## src/rtl/region_coh_seq.sv

```systemverilog
module region_coh_seq #(
  parameter int ADDR_W    = 32,
  parameter int LEN_W     = 16,
  parameter int BLK_BYTES = 64
) (
  input  logic              clk,
  input  logic              rst_n,
  input  logic              cmd_valid,
  output logic              cmd_ready,
  input  logic [ADDR_W-1:0] cmd_base,
  input  logic [LEN_W-1:0]  cmd_len,
  input  logic [1:0]        cmd_op,
  output logic              req_valid,
  input  logic              req_ready,
  output logic [ADDR_W-1:0] req_addr,
  output logic [1:0]        req_kind,
  output logic              done
);
  localparam int OFF_W = $clog2(BLK_BYTES);

  typedef enum logic [1:0] {S_IDLE, S_RUN, S_FIN} st_t;

  st_t              st;
  logic [ADDR_W-1:0] addr;
  logic [LEN_W-1:0]  left;
  logic [1:0]        kind;

  wire accept = cmd_valid && cmd_ready;
  wire fire   = req_valid && req_ready;
  wire skip   = (cmd_len == '0) || (cmd_op == 2'b11);

  always_ff @(posedge clk) begin
    if (!rst_n) begin
      st   <= S_IDLE;
      addr <= '0;
      left <= '0;
      kind <= 2'b00;
    end else begin
      case (st)
        S_IDLE: if (accept) begin
          addr <= {cmd_base[ADDR_W-1:OFF_W], {OFF_W{1'b0}}};
          left <= cmd_len;
          kind <= cmd_op;
          st   <= skip ? S_FIN : S_RUN;
        end
        S_RUN: if (fire) begin
          addr <= addr + ADDR_W'(BLK_BYTES);
          left <= left - 1'b1;
          if (left == LEN_W'(1)) st <= S_FIN;
        end
        default: st <= S_IDLE;
      endcase
    end
  end

  assign cmd_ready = (st == S_IDLE);
  assign req_valid = (st == S_RUN);
  assign req_addr  = addr;
  assign req_kind  = kind;
  assign done      = (st == S_FIN);
endmodule

```

## config.mk

```make
export PLATFORM = sky130hd
export DESIGN_NAME = region_coh_seq
export DESIGN_NICKNAME = d
export VERILOG_FILES = /design/src/rtl/region_coh_seq.sv
export SDC_FILE = /design/constraint.sdc
export NUM_CORES = 1
export LEC_CHECK = 0
export CORE_ASPECT_RATIO = 0.7
export CORE_MARGIN = 2
export CORE_UTILIZATION = 42
export CTS_CLUSTER_SIZE = 20
export DETAILED_ROUTE_END_ITERATION = 8
export GPL_ROUTABILITY_DRIVEN = 0
export PLACE_DENSITY = 0.78
export SLEW_MARGIN = 20
export SYNTH_ARGS = -nofsm -noshare
export SYNTH_HDL_FRONTEND = slang
export SYNTH_SLANG_ARGS = --single-unit
```

## constraint.sdc

```tcl
create_clock -name clk -period 1.6 [get_ports clk]
set_input_delay 0.32 -clock clk [delete_from_list [all_inputs] [get_ports clk]]
set_output_delay 0.32 -clock clk [all_outputs]
set_load 0.02 [all_outputs]
```

==> impl_metrics.tcl, run 1 <==
set metrics [dict create \
    finalHoldViolCount 0 \
    drc_errors 0 \
    ys.flop_type "dfxtp_1" \
    status "finished with violations" \
    ant_nets 0 \
    end_kind "register" \
    synth_area_leaders "dfxtp_1 32%, a21oi_1 7.4%, nand2_1 5.3%, nor2_1 4.1%, o21ai_0 3.7%" \
    power_density_mw_per_mm2 911 \
    hold_ws_ps 466 \
    hp-class "register to register" \
    nets 599 \
    drt_iter0_markers 243 \
    peakVddDrop_v 0.000483 \
    start_util_pct 42.9 \
    synth_cells 382 \
    clkTransAtPathRegs_ps 90 \
    path_class "register to register" \
    max_stage_delay_ps 490 \
    ys_seq_area_share_pct 32.2 \
    synthMostInstantiatedCell "dfxtp_1" \
    postPlaceCellArea_mm2 0.00441 \
    total_leakage_power_uw 0.00201 \
    drv_cap 0 \
    core_area_mm2 0.00666 \
    insertedDiodeCount 0 \
    yosysTopAreaCell "dfxtp_1" \
    cts_buffers 5 \
    die_w_um 103 \
    hp-start "req_kind[1]$_SDFFE_PN0P_" \
    fin_skew_ps 6.52 \
    async_flop_share_pct 0 \
    grt_start_max_net_pins 30 \
    synth.avg_cell_area_um2 7.48 \
    dp.cells 610 \
    antenna_found_initial 0 \
    final.min_clock_period_ps 1710 \
    cts_sinks 46 \
    yosysWarnings 0 \
    period_share_pct 107 \
    violations "negative setup slack" \
    rsz0062_at_grt "yes" \
    crit_slowest_cell "or4b_1" \
    syn_area_mm2 0.00286 \
    holdPathStages 2 \
    synth_edf_count 0 \
    worstRegToRegCells 5 \
    fillers 514 \
    crit_arrival_ps 1950 \
    area_growth_pct 69.8 \
    clock_latency_ps 310 \
    drv_slew 0 \
    synth_common_cells "46 x dfxtp_1, 42 x a21oi_1, 40 x nand2_1" \
    root_buffer "clkbuf_8" \
    worstPathMaxFanout 3 \
    layout-drive-gt1-share_pct 34.4 \
    dr.pass1.iters 4 \
    fin_ws_ps -114 \
    cts_tree "built" \
    stdcell_count 637 \
    yosysTopAreaCellShare_pct 32.2 \
    gr-total-overflow 0 \
    drt-total-wl_um 11000 \
    grtUsageTotal_pct 27.3 \
    design_area_mm2 0.00485 \
    startpoint_type "register" \
    rr_startpoint "req_addr[16]$_SDFFE_PN0P_" \
    setup_viol 5 \
    die_area_mm2 0.00749 \
    rows 25 \
    tns_ps -322 \
    crit_chain "nand4_4 -> nor4_4 -> nand4_1 -> or4b_1 -> a31oi_1" \
    cp-startpoint "req_addr[16]$_SDFFE_PN0P_" \
    ys_ff_latch 46 \
    dpl.hpwl_um 7430 \
    cts_htree_levels 2 \
    pre_cts_ws_ps -361 \
    ctsHoldBuffers 0 \
    die_h_um 73.0 \
    wl_per_cell_um 17.3 \
    pin_count 91 \
    cts_buffer_depth 2 \
    grt_pass1_vias 3452 \
    grt_pass1_wl_um 16100 \
    synth_cell_types 60 \
    max_freq_mhz 584 \
    required_ps 1830 \
    io_buffers 78 \
    viasPerCell 5.94 \
    vias 3784 \
]
==> routing by layer <==
layer  track usage [%]  part of all wire, %
met1              34.1                   41
met2              45.9                   49
met3              6.42                  8.1
met4              10.2                  1.3
met5                 0                    0
==> cell usage in the layout (no fill, tap or decap), types with 9 or more instances in the layout <==
| cell | synthesis | final |
|---|---|---|
| o22ai_1 | 9 | 9 |
| buf_4 | 7 | 87 |
| a31oi_1 | 12 | 11 |
| nand4_1 | 9 | 9 |
| clkdlybuf4s50_1 | 0 | 45 |
| nand2_1 | 40 | 38 |
| nor2_1 | 31 | 27 |
| dlygate4sd2_1 | 0 | 26 |
| nand3_1 | 18 | 17 |
| a21oi_1 | 42 | 39 |
| o21ai_1 | 8 | 9 |
| dfxtp_4 | 0 | 20 |
| dfxtp_1 | 46 | 19 |
| o21ai_0 | 21 | 19 |
==> cells by family (layout without fill, tap and decap cells) <==
family | count (synthesis) | after routing | share of synthesized area [%]
AND/OR/NAND/NOR | 155 | 155 | 29.1
AO/OA/AOI/OAI | 136 | 136 | 30.2
flip-flops | 46 | 46 | 32.2
buffers and inverters | 38 | 194 | 6.13
adder cells (fa/ha/maj) | 3 | 3 | 1.31
XOR/XNOR | 2 | 2 | 0.613
other | 1 | 6 | 0.131
multiplexers | 1 | 1 | 0.350
==> registers in the layout (all words and copies together), names as in the netlist <==
register	count
left	16
req_kind	2
st	2
req_addr	26
==> final cells by class <==
| class | count | area, um2 | area share [%] |
|---|---|---|---|
| clock buffer | 8 | 80.1 | 1.65 |
| inverter | 7 | 26.3 | 0.541 |
| multi-input combinational | 303 | 2000 | 41.2 |
| sequential | 46 | 1000 | 20.7 |
| tap | 94 | 118 | 2.42 |
| timing repair buffer | 179 | 1630 | 33.5 |
==> worst paths after layout <==
check	to	slack [ps]
max reg2reg	req_addr[21]$_SDFFE_PN0P_	-110
min	req_kind[1]$_SDFFE_PN0P_	470
max	req_addr[21]$_SDFFE_PN0P_	-110
min reg2reg	req_kind[1]$_SDFFE_PN0P_	470
==> repair_timing <==
| action | CTS | global route |
|---|---|---|
| gates resized for setup | 44 | 51 |
| pin swaps | 10 | 21 |
| endpoints found under the setup margin | 61 | 42 |
| endpoints found under the hold margin | 0 | 0 |
| cloned | 0 | 2 |
| setup buffers | 4 | 14 |
==> metrics by stage <==
| stage | utilization (%) | power [uW] |
|---|---|---|
| 6_report | 72.9 | 4420 |
| 3_5_place_dp | 66.2 | 3490 |
| 2_1_floorplan | - | 2550 |
| 4_1_cts | 68.2 | 4180 |
| 3_3_place_gp | 66.2 | 3420 |
| 5_1_grt | 72.9 | 4650 |
==> critical path, delay by kind of cell (launching register included) <==
kind,cells,cell delay [ps]
and+or+nand+nor,4,1140
AOI/OAI and AO/OA,1,130
DFF,1,380
==> where the power goes <==
group | internal, uW | switching [uW] | total (uW)
Combinational | 1030 | 1110 | 2140
Sequential | 1350 | 202 | 1550
Clock | 312 | 416 | 728
Total | 2690 | 1730 | 4420
Power figures use the tool's default switching activity.
==> run 2, diff against run 1 <==
CELL_PAD_IN_SITES_DETAIL_PLACEMENT = 1   (was default)
CELL_PAD_IN_SITES_GLOBAL_PLACEMENT = 1   (was default)
CORE_UTILIZATION = 30   (was 42)
==> impl_metrics.tcl, run 2 (synthesis results as in run 1) <==
set metrics [dict create \
    status "finished with violations" \
    violations "negative setup slack" \
    peakVddDrop_v 0.000553 \
    postPlaceCellArea_mm2 0.00456 \
    p_sw_uw 2040 \
    rr_startpoint "req_addr[21]$_SDFFE_PN0P_" \
    drc_errors 0 \
    die_area_mm2 0.0103 \
    required_ps 1820 \
    pin_count 91 \
    dr.pass1.iters 5 \
    die_w_um 121 \
    fin_ws_ps -204 \
    grt_pass1_vias 4094 \
    crit-reg2reg-capture "req_addr[31]$_SDFFE_PN0P_" \
    wl_per_cell_um 21.6 \
    finalHoldViolCount 0 \
    end_kind "register" \
    largest_reg_flops 26 \
    drt-total-wl_um 14800 \
    clock_latency_ps 300 \
    core_area_mm2 0.00918 \
    layout-drive-gt1-share_pct 40.6 \
    drv_cap 0 \
    drv_slew 0 \
    grt_pass1_wl_um 20900 \
    clkTransAtPathRegs_ps 70 \
    antenna_found_initial 0 \
    design_area_mm2 0.00520 \
    period_share_pct 113 \
    start_util_pct 31.1 \
    cts_htree_levels 2 \
    grtUsageTotal_pct 25.6 \
    setup_viol 12 \
    insertedDiodeCount 0 \
    rows 29 \
    cts_tree "built" \
    rsz0062_at_grt "yes" \
    vias 3977 \
    final_cell_mix "104 x buf_4, 43 x clkdlybuf4s50_1, 36 x nand2_1" \
    ant_nets 0 \
    io_buffers 78 \
    nets 617 \
    power_density_mw_per_mm2 993 \
    final.min_clock_period_ps 1800 \
    fin_skew_ps 6.64 \
    cp-startpoint "req_addr[21]$_SDFFE_PN0P_" \
    path_class "register to register" \
    hp-start "cmd_len[3]" \
    rrSetupSlack_ps -200 \
    worstSetupEndpoint "req_addr[31]$_SDFFE_PN0P_" \
    worstPathMaxFanout 2 \
    netSwitchingFraction_pct 39.6 \
    root_buffer "clkbuf_16" \
    startpoint_type "register" \
    p_int_uw 3120 \
    grt_start_max_net_pins 30 \
    clkPwrFrac_pct 21.8 \
    die_h_um 85.7 \
    hp-class "input pin to register" \
    worstRegToRegCells 5 \
    gr-total-overflow 0 \
    crit_arrival_ps 2020 \
    hold_ws_ps 475 \
    area_growth_pct 82.1 \
    viasPerCell 5.81 \
    max_freq_mhz 554 \
    final_common_cell "buf_4" \
    drt_iter0_markers 293 \
    cts_buffer_depth 2 \
    cts_buffers 5 \
    seqPwrFrac_pct 30.4 \
    total_leakage_power_uw 0.00212 \
    dpl.hpwl_um 9250 \
    comb_power_share_pct 47.8 \
    cts_sinks 46 \
]
[run 2: cell types whose count changed in the layout (fill, tap and decap cells not counted), sizes merged]
| cell | delta |
|---|---|
| buf | +18 |
| dlygate4sd2 | +5 |
| clkbuf | -3 |
| clkdlybuf4s50 | -2 |
| a21o | +1 |
| clkdlybuf4s15 | -1 |
| clkinv | +1 |
| dlymetal6s2s | -1 |
[run 2: area by class of cell]
cell class              instances  area (um2)
well taps                     124         155
repair buffers                196        1720
multi-input cells             304        2140
clock inverters                 1        5.00
flip-flops and latches         46        1010
clock buffers                   7         143
inverters                       7        28.8
fillers                      1083        3980
[run 2: worst min-delay path by stage]
| stage | to | slack (ps) | depth (start not counted) |
|---|---|---|---|
| after floorplan | left[1]$_SDFFE_PN0P_ | 440 | 2 |
| after global placement | req_kind[1]$_SDFFE_PN0P_ | 460 | 2 |
| after detailed placement | req_kind[1]$_SDFFE_PN0P_ | 460 | 2 |
| after CTS | req_kind[1]$_SDFFE_PN0P_ | 480 | 2 |
| after global routing | req_kind[1]$_SDFFE_PN0P_ | 500 | 2 |
| final | left[3]$_SDFFE_PN0P_ | 480 | 3 |
[run 2: what timing repair did]
item	in CTS	in global routing
gates cloned	1	0
hold buffers	0	0
setup buffers	9	9
pin swaps	14	39
gates resized for setup	56	69
endpoints found under the setup margin	67	38
[run 2: per-stage QoR]
| step | std cells | power, uW | setup WS, ps | utilization [%] | TNS (ps) |
|---|---|---|---|---|---|
| after global placement | 658 | 3550 | -394 | 49.6 | -11630 |
| after floorplan | 387 | 2550 | -39.2 | - | -80.0 |
| after global routing | 685 | 5380 | -266 | 56.7 | -1680 |
| after detailed placement | 658 | 3650 | -516 | 49.6 | -15680 |
| after CTS | 676 | 4810 | -108 | 52.9 | -202 |
| final | 685 | 5170 | -204 | 56.7 | -830 |
[run 2: metal layers]
metal	track usage [%]	share of wire (%)	vias to the layer above
li1	-	-	1798
met1	31.9	42	1969
met2	44.3	49	162
met3	4.26	5.8	48
met4	10.0	3.0	0
met5	0	0	-
[run 2: worst max-delay path, stage by stage, from the launching register on]
cell	delay, ps
dfxtp_4	350
nand4_1	150
nor4_2	320
nand4_1	200
or4b_1	530
a31oi_1	180
[run 2: power by group through the flow]
| stage | combinational, uW | clock (uW) | sequential (uW) |
|---|---|---|---|
| 6_report | 2470 | 1130 | 1570 |
| 3_5_place_dp | 2110 | 0 | 1540 |
| 3_3_place_gp | 2030 | 0 | 1520 |
| 2_1_floorplan | 878 | 0 | 1670 |
| 4_1_cts | 2170 | 1110 | 1530 |
| 5_1_grt | 2620 | 1170 | 1590 |
